`src/rtl/sar_seq_pkg.sv`:
```
package sar_seq_pkg;
  typedef enum logic [1:0] {
    LATCH_RSVD_LO = 2'b00,
    LATCH_AT_DONE = 2'b01,
    LATCH_AT_NEXT = 2'b10,
    LATCH_RSVD_HI = 2'b11
  } latch_mode_e;
endpackage

```
`src/rtl/sar_sync.sv`:
```
module sar_sync #(
  parameter int N = 4,
  parameter int STAGES = 2,
  parameter logic [N-1:0] RST_VAL = '0
) (
  input  logic         clk_i,
  input  logic         rst_ni,
  input  logic [N-1:0] d_i,
  output logic [N-1:0] q_o
);
  logic [N-1:0] stg_q [STAGES];

  for (genvar s = 0; s < STAGES; s++) begin : g_stage
    if (s == 0) begin : g_first
      always_ff @(posedge clk_i or negedge rst_ni)
        if (!rst_ni) stg_q[s] <= RST_VAL;
        else         stg_q[s] <= d_i;
    end else begin : g_next
      always_ff @(posedge clk_i or negedge rst_ni)
        if (!rst_ni) stg_q[s] <= RST_VAL;
        else         stg_q[s] <= stg_q[s-1];
    end
  end

  assign q_o = stg_q[STAGES-1];
endmodule

```
`src/rtl/sar_timer.sv`:
```
module sar_timer #(
  parameter int CONV_CYCLES = 20
) (
  input  logic clk_i,
  input  logic rst_ni,
  input  logic start_i,
  output logic busy_o,
  output logic done_o
);
  localparam int CW = $clog2(CONV_CYCLES + 1);
  localparam logic [CW-1:0] LOAD = CW'(CONV_CYCLES - 1);

  logic [CW-1:0] cnt_q;
  logic          busy_q;

  assign done_o = busy_q && (cnt_q == '0);
  assign busy_o = busy_q;

  always_ff @(posedge clk_i or negedge rst_ni) begin
    if (!rst_ni) begin
      busy_q <= 1'b0;
      cnt_q  <= '0;
    end else if (start_i && !busy_q) begin
      busy_q <= 1'b1;
      cnt_q  <= LOAD;
    end else if (done_o) begin
      busy_q <= 1'b0;
    end else if (busy_q) begin
      cnt_q  <= cnt_q - 1'b1;
    end
  end
endmodule

```
`src/rtl/sar_result.sv`:
```
module sar_result
  import sar_seq_pkg::*;
#(
  parameter int DW = 14
) (
  input  logic          clk_i,
  input  logic          rst_ni,
  input  latch_mode_e   mode_i,
  input  logic          start_i,
  input  logic          done_i,
  input  logic [DW-1:0] raw_i,
  output logic [DW-1:0] dout_o
);
  logic [DW-1:0] pend_q;
  logic [DW-1:0] dout_q;

  // pend_q holds the latest finished sample for the deferred mode
  always_ff @(posedge clk_i or negedge rst_ni) begin
    if (!rst_ni) begin
      pend_q <= '0;
      dout_q <= '0;
    end else begin
      if (done_i) pend_q <= raw_i;
      if (done_i && mode_i == LATCH_AT_DONE)
        dout_q <= raw_i;
      else if (start_i && mode_i == LATCH_AT_NEXT)
        dout_q <= pend_q;
    end
  end

  assign dout_o = dout_q;
endmodule

```
`src/rtl/sar_host.sv`:
```
module sar_host #(
  parameter int DW = 14
) (
  input  logic          clk_i,
  input  logic          rst_ni,
  input  logic          cs_n_s_i,
  input  logic          rd_n_s_i,
  input  logic          wr_s_i,
  input  logic [DW-1:0] data_i,
  input  logic [DW-1:0] dout_i,
  output logic [DW-1:0] data_o,
  output logic          data_oe_o,
  output logic [DW-1:0] offset_o
);
  logic          wr_prev_q;
  logic          wr_fall;
  logic [DW-1:0] ofs_q;

  assign wr_fall = wr_prev_q && !wr_s_i;

  always_ff @(posedge clk_i or negedge rst_ni) begin
    if (!rst_ni) begin
      wr_prev_q <= 1'b0;
      ofs_q     <= '0;
    end else begin
      wr_prev_q <= wr_s_i;
      if (wr_fall && !cs_n_s_i) ofs_q <= data_i;
    end
  end

  assign data_oe_o = !cs_n_s_i && !rd_n_s_i;
  assign data_o    = data_oe_o ? dout_i : '0;
  assign offset_o  = ofs_q;
endmodule

```
`src/rtl/sar_seq.sv`:
```
module sar_seq
  import sar_seq_pkg::*;
#(
  parameter int DW = 14,
  parameter int CONV_CYCLES = 20,
  parameter int SYNC_STAGES = 2
) (
  input  logic          clk_i,
  input  logic          rst_ni,
  input  logic          convst_ni,
  input  logic [1:0]    mode_i,
  input  logic [DW-1:0] raw_i,
  input  logic          cs_ni,
  input  logic          rd_ni,
  input  logic          wr_i,
  input  logic [DW-1:0] data_i,
  output logic [DW-1:0] data_o,
  output logic          data_oe_o,
  output logic          busy_no,
  output logic [DW-1:0] offset_o
);
  localparam int NSYNC = 4;
  localparam logic [NSYNC-1:0] SYNC_RST = 4'b1110;

  logic [NSYNC-1:0] sync_s;
  logic             conv_s, cs_s, rd_s, wr_s;
  logic             conv_prev_q;
  logic             conv_fall, start, busy, done;
  logic [DW-1:0]    dout_w;

  sar_sync #(.N(NSYNC), .STAGES(SYNC_STAGES), .RST_VAL(SYNC_RST)) u_sync (
    .clk_i (clk_i),
    .rst_ni(rst_ni),
    .d_i   ({convst_ni, cs_ni, rd_ni, wr_i}),
    .q_o   (sync_s)
  );
  assign {conv_s, cs_s, rd_s, wr_s} = sync_s;

  always_ff @(posedge clk_i or negedge rst_ni)
    if (!rst_ni) conv_prev_q <= 1'b1;
    else         conv_prev_q <= conv_s;

  assign conv_fall = conv_prev_q && !conv_s;
  assign start     = conv_fall && !busy;

  sar_timer #(.CONV_CYCLES(CONV_CYCLES)) u_timer (
    .clk_i  (clk_i),
    .rst_ni (rst_ni),
    .start_i(start),
    .busy_o (busy),
    .done_o (done)
  );

  sar_result #(.DW(DW)) u_result (
    .clk_i  (clk_i),
    .rst_ni (rst_ni),
    .mode_i (latch_mode_e'(mode_i)),
    .start_i(start),
    .done_i (done),
    .raw_i  (raw_i),
    .dout_o (dout_w)
  );

  sar_host #(.DW(DW)) u_host (
    .clk_i    (clk_i),
    .rst_ni   (rst_ni),
    .cs_n_s_i (cs_s),
    .rd_n_s_i (rd_s),
    .wr_s_i   (wr_s),
    .data_i   (data_i),
    .dout_i   (dout_w),
    .data_o   (data_o),
    .data_oe_o(data_oe_o),
    .offset_o (offset_o)
  );

  assign busy_no = !busy;
endmodule

```
`config.mk`:
```
export PLATFORM = sky130hd
export DESIGN_NAME = sar_seq
export DESIGN_NICKNAME = d
export VERILOG_FILES = /design/src/rtl/sar_seq_pkg.sv /design/src/rtl/sar_sync.sv /design/src/rtl/sar_timer.sv /design/src/rtl/sar_result.sv /design/src/rtl/sar_host.sv /design/src/rtl/sar_seq.sv
export SDC_FILE = /design/constraint.sdc
export NUM_CORES = 1
export LEC_CHECK = 0
export ABC_CLOCK_PERIOD_IN_PS = 1800
export BUFFER_PORTS_ARGS = -buffer_cell sky130_fd_sc_hd__clkbuf_2
export CAP_MARGIN = 20
export CORE_MARGIN = 2
export CORE_UTILIZATION = 50
export DETAILED_ROUTE_END_ITERATION = 10
export GPL_ROUTABILITY_DRIVEN = 0
export PLACE_DENSITY = 0.85
export SYNTH_ARGS = -nofsm -noshare
export SYNTH_HDL_FRONTEND = slang
export SYNTH_SLANG_ARGS = --single-unit
```
`constraint.sdc`:
```
create_clock -name clk_i -period 1.8 [get_ports clk_i]
set_input_delay 0.27 -clock clk_i [delete_from_list [all_inputs] [get_ports clk_i]]
set_output_delay 0.27 -clock clk_i [all_outputs]
set_load 0.05 [all_outputs]
```
==> flow_summary.yaml, run 1 <==
pwr:
  total_power_mw: 4.593
  leakage_nw: 1.462
  ir_drop_uv: 604.4
  p_per_area_nw_per_um2: 1474
yosys:
  syn-instance-count: 198
  yosysSeqAreaShare_pct: 59.15
  syn-cell-area_um2: 2469
  async_flop_share_pct: 100.0
  synth_seq_cells: 58
  ys_top_cells_by_area: "dfrtp_1 (52%), mux2_2 (13%), dfstp_2 (7.5%)"
  synth_top_cell_by_area: "dfrtp_1"
  synth.top_cell.area_share_pct: 51.70
  yosysUniqueCellTypes: 35
  syn-mean-instance-area_um2: 12.47
  synth_edf_count: 0
  synthFlopType: "dfrtp_1"
  synth_warnings: 0
  synth_nets: 235
layout:
  drive_gt1_share_pct: 48.03
  final_cells: 346
  final_nets: 311
  n_fill_cell: 392
  diodes: 0
  register_area_um2: 1460
  syn2layout_area_growth_pct: 26.25
  multi_input_area_um2: 944.7
setup_path:
  worstSetupPathType: "register to output pin"
  crit_fanout: 5
  end_kind: "output pin"
  crit_path_start_kind: "register"
  critPathLaunch: "u_sync.q_o[2]"
  reg2reg_from: "u_timer.cnt_q[0]"
  cp.arrival_ns: 1.47
  crit_required_ns: 1.53
detailed_routing:
  drcViolationCount: 0
  first_iter_violations: 153
  finalWirelength_um: 5443
  wire_per_inst_um: 15.73
  viasPerCell: 5.355
  drt_pass1_iterations: 4
  final_antenna_net_count: 0
  vias: 1853
sta:
  fin_crit_ns: 1.743
  setup_viol: 0
  skew_ns: 0.01061
  rsz0062_at_grt: "false"
  tightestPinTransition_ns: 0.4441
  hold_viol: 0
  report.final.slew_viol_count: 0
  timing.fmax_mhz: 573.9
  fin_hold_ws_ns: 0.02399
  fin_ws_ns: 0.05745
  finalCritPeriodShare_pct: 96.81
  setup_tns_ns: 0
  timing.slew.headroom_pct: 70.39
clock_tree:
  cts_tree: "built"
  htreeDepth: 3
  cts_root_buf: "clkbuf_8"
  clk_pin_slew_ns: 0.06
  numCtsBuffers: 9
  cts_buffer_depth: 2
  numClockSinks: 58
  clock_latency_ns: 0.33
die:
  rows: 25
  die_h_um: 74.27
  die_width_um: 74.27
  dieArea_um2: 5515
  core_um2: 4755
  pin_count: 66
  start_util_pct: 51.92
placement:
  place_inst: 327
  place_ws_ns: -0.03575
  port_buffers: 65
  dp_hpwl_um: 3751
grt:
  grt_use_total_pct: 21.14
  grt_max_degree: 59
  overflow: 0
  grt_pass1_wl_um: 8604
  antenna_found_initial: 0
  grt_pass1_vias: 1896
hold_path:
  holdCritPathClass: "input port to register"
  hp-start: "rd_ni"
run:
  drv_cap: 0
outcome:
  run_status: "finished clean"
-- per-layer routing --
layer,wire length [um],global-route usage (%)
met1,2190,27.70
met2,2873,33.04
met3,310,5.691
met4,68,9.921
met5,0,0
-- cell families (layout without fill, tap and decap cells) --
logic type,after synthesis,count (layout),share of synthesized area [%]
muxes,29,29,13.18
AOI/OAI and AO/OA,31,31,7.755
buffers and inverters,16,97,3.700
and+or+nand+nor,63,63,15.71
adders and majority gates,1,1,0.5068
DFF,58,58,59.15
-- flip-flops by register name (all words and copies together), names as in the netlist --
register / count
u_host.offset_o: 14
conv_prev_q: 1
u_sync.q_o: 4
u_sync.stg_q: 4
u_result.pend_q: 14
u_timer.cnt_q: 5
u_result.dout_o: 14
u_host.wr_prev_q: 1
u_timer.busy_o: 1
-- cell type report --
type,instances,area share (%)
well taps,67,2.690
multi-input cells,124,30.31
flip-flops and latches,58,46.85
clock buffers,13,4.456
clock inverters,3,1.285
inverters,3,0.3613
repair buffers,78,14.05
-- path summary, 6_finish.rpt --
path                                         end  slack, ns  cells after the start
worst max-delay path                   data_o[7]       0.06                      4
worst max register to register  u_timer.cnt_q[0]       0.07                      5
max in group asynchronous            conv_prev_q       1.01                      3
worst min-delay path             u_sync.stg_q[5]       0.02                      1
min in group asynchronous         u_timer.busy_o       0.49                      3
worst min register to register     u_sync.q_o[0]       0.35                      0
-- timing repair --
action,CTS,global route
setup endpoints to repair,15,4
resized for setup,2,3
pin swaps,0,1
setup buffers,0,2
endpoints found under the hold margin,51,0
hold buffers,1,0
-- cell usage after synthesis, types with 2 or more instances --
cell type,number
a21oi_1,2
a31oi_1,12
o21ai_0,11
inv_1,3
nor2_1,3
and3_1,3
mux2_2,28
buf_2,4
and2_1,14
buf_6,3
dfrtp_1,51
nand2_1,7
nand3_1,12
or3b_4,2
a221o_1,3
clkbuf_1,4
nor3_1,12
dfstp_2,7
-- where the power goes --
group,total (mW),switching [mW],internal [mW]
Sequential,2.03,0.278,1.75
Clock,1.11,0.478,0.637
Combinational,1.45,0.853,0.598
Total,4.59,1.61,2.99
-- layout by cell type (no fill, tap or decap), types with 3 or more instances in the layout --
| cell type | instances |
|---|---|
| clkbuf_1 | 4 |
| clkbuf_2 | 64 |
| dfstp_2 | 7 |
| nand2_1 | 7 |
| a221o_1 | 3 |
| mux2_2 | 28 |
| nand3_1 | 12 |
| o21ai_0 | 11 |
| buf_4 | 11 |
| inv_1 | 3 |
| clkbuf_8 | 9 |
| and3_1 | 3 |
| dfrtp_1 | 51 |
| nor3_1 | 12 |
| and2_1 | 14 |
| a31oi_1 | 12 |
-- critical path: stages (launching register included) --
cell and delay, ns:
dfstp_2 0.56, nor2_4 0.05, buf_4 0.15, and2_1 0.15, clkbuf_2 0.23
-- per-stage QoR --
step / util (%) / instance area [um^2]
3_3_place_gp: 60.68 / 2885
2_1_floorplan: - / 2470
5_1_grt: 65.55 / 3117
6_report: 65.55 / 3117
4_1_cts: 64.82 / 3082
3_5_place_dp: 60.68 / 2885
No activity file was read; power rests on OpenSTA's default activity.
==> run 2, diff against run 1 <==
Settings changed: ABC_CLOCK_PERIOD_IN_PS 1800 to 1700.
Clock period 1.8 ns to 1.7 ns, I/O delays scaled along.
==> flow_summary.yaml, run 2 (synthesis gave the netlist of run 1 again) <==
outcome:
  run_status: "finished clean"
clock_tree:
  numClockSinks: 58
  cts_buffer_depth: 2
  cts_tree: "built"
  cts_root_buf: "clkbuf_8"
  numCtsBuffers: 9
  htreeDepth: 3
  clk_pin_slew_ns: 0.07
  clock_latency_ns: 0.34
grt:
  grt_pass1_vias: 1879
  grt_max_degree: 22
  overflow: 0
  grt_use_total_pct: 23.17
  antenna_found_initial: 0
  grt_pass1_wl_um: 9094
sta:
  timing.slew.headroom_pct: 60.46
  fin_ws_ns: 0.01916
  tightestPinTransition_ns: 0.5931
  hold_viol: 0
  setup_viol: 0
  timing.fmax_mhz: 594.9
  fin_hold_ws_ns: 0.1405
  finalCritPeriodShare_pct: 98.87
  rsz0062_at_grt: "true"
  skew_ns: 0.006389
  report.final.slew_viol_count: 0
  fin_crit_ns: 1.681
setup_path:
  crit_path_start_kind: "register"
  end_kind: "output pin"
  crit_required_ns: 1.44
  worstSetupPathType: "register to output pin"
  cp.arrival_ns: 1.43
  crit_fanout: 6
layout:
  design_area_um2: 3437
  syn2layout_area_growth_pct: 39.23
  drive_gt1_share_pct: 54.01
  diodes: 0
  final_nets: 319
  final_cell_mix: "clkbuf_2 (51), dfrtp_1 (51), mux2_2 (28)"
placement:
  dp_hpwl_um: 3878
  port_buffers: 65
  placed_cell_area_um2: 2958
  place_ws_ns: -0.1097
die:
  dieArea_um2: 5515
  die_h_um: 74.27
  die_width_um: 74.27
  start_util_pct: 51.92
  rows: 25
  pin_count: 66
  core_um2: 4755
pwr:
  leakage_nw: 1.575
  ir_drop_uv: 901.9
  p_per_area_nw_per_um2: 1545
  total_power_mw: 5.311
detailed_routing:
  wire_per_inst_um: 16.90
  viasPerCell: 5.472
  drt_pass1_iterations: 4
  finalWirelength_um: 5981
  drcViolationCount: 0
  first_iter_violations: 103
  final_antenna_net_count: 0
  vias: 1937
run:
  drv_cap: 0
hold_path:
  holdCritPathClass: "input port to register"
run 2: cell types whose count changed in the layout (fill, tap and decap cells not counted), sizes merged:
cell,change
clkbuf,-17
buf,+17
clkinvlp,+2
clkinv,+1
dlygate4sd3,+4
bufinv,+1
run 2: cell type report:
| type | count | area (um^2) |
|---|---|---|
| inverters | 3 | 11.26 |
| fillers | 335 | 1318 |
| flip-flops and latches | 58 | 1460 |
| well taps | 67 | 83.83 |
| multi-input cells | 124 | 977.2 |
| clock inverters | 7 | 93.84 |
| clock buffers | 9 | 123.9 |
| repair buffers | 86 | 686.9 |
run 2: what timing repair did:
item | in CTS | in global routing
setup buffers | 2 | 0
pin swaps | 1 | 0
resized for setup | 29 | 25
hold buffers | 5 | 0
setup endpoints to repair | 25 | 21
hold endpoints to repair | 20 | 0
run 2: routing by layer:
metal  share of wire, %  track usage [%]  up-vias  routed length, um
li1                   -                -      880                  -
met2                 52            36.81       69               3139
met4                2.7            12.70        0                160
met5                  0                0        -                  0
met1                 40            28.11      971               2393
met3                4.8            7.588       17                287
run 2: metrics by stage:
step / cells / TNS [ns] / utilization (%)
final: 354 / 0 / 72.29
after CTS: 354 / -0.001195 / 71.29
after floorplan: 198 / 0 / -
after global placement: 331 / -0.7007 / 62.21
after detailed placement: 331 / -1.177 / 62.21
after global routing: 354 / -0.06131 / 72.29
run 2: worst paths after layout:
path	from	endpoint	slack, ns	cells after the start
setup / recovery	u_sync.q_o[2]	data_o[5]	0.02	4
hold / removal	data_i[13]	u_host.offset_o[13]	0.14	2
setup reg to reg	u_timer.cnt_q[0]	u_timer.cnt_q[0]	0.09	5
hold reg to reg	u_sync.stg_q[4]	u_sync.q_o[0]	0.36	0
max in group asynchronous	rst_ni	u_sync.q_o[1]	0.66	3
min in group asynchronous	rst_ni	u_timer.busy_o	0.45	2
run 2: power breakdown:
group	switching (mW)	leakage [nW]	internal (mW)	total (mW)
clock network	0.577	0.105	0.821	1.40
registers	0.318	0.698	1.85	2.17
logic	0.946	0.772	0.797	1.74
run 2: critical path, cell delays in order (launching register included):
cell     delay (ns)
dfstp_2        0.56
nor2_4         0.05
buf_12         0.13
and2_1         0.18
buf_8          0.15
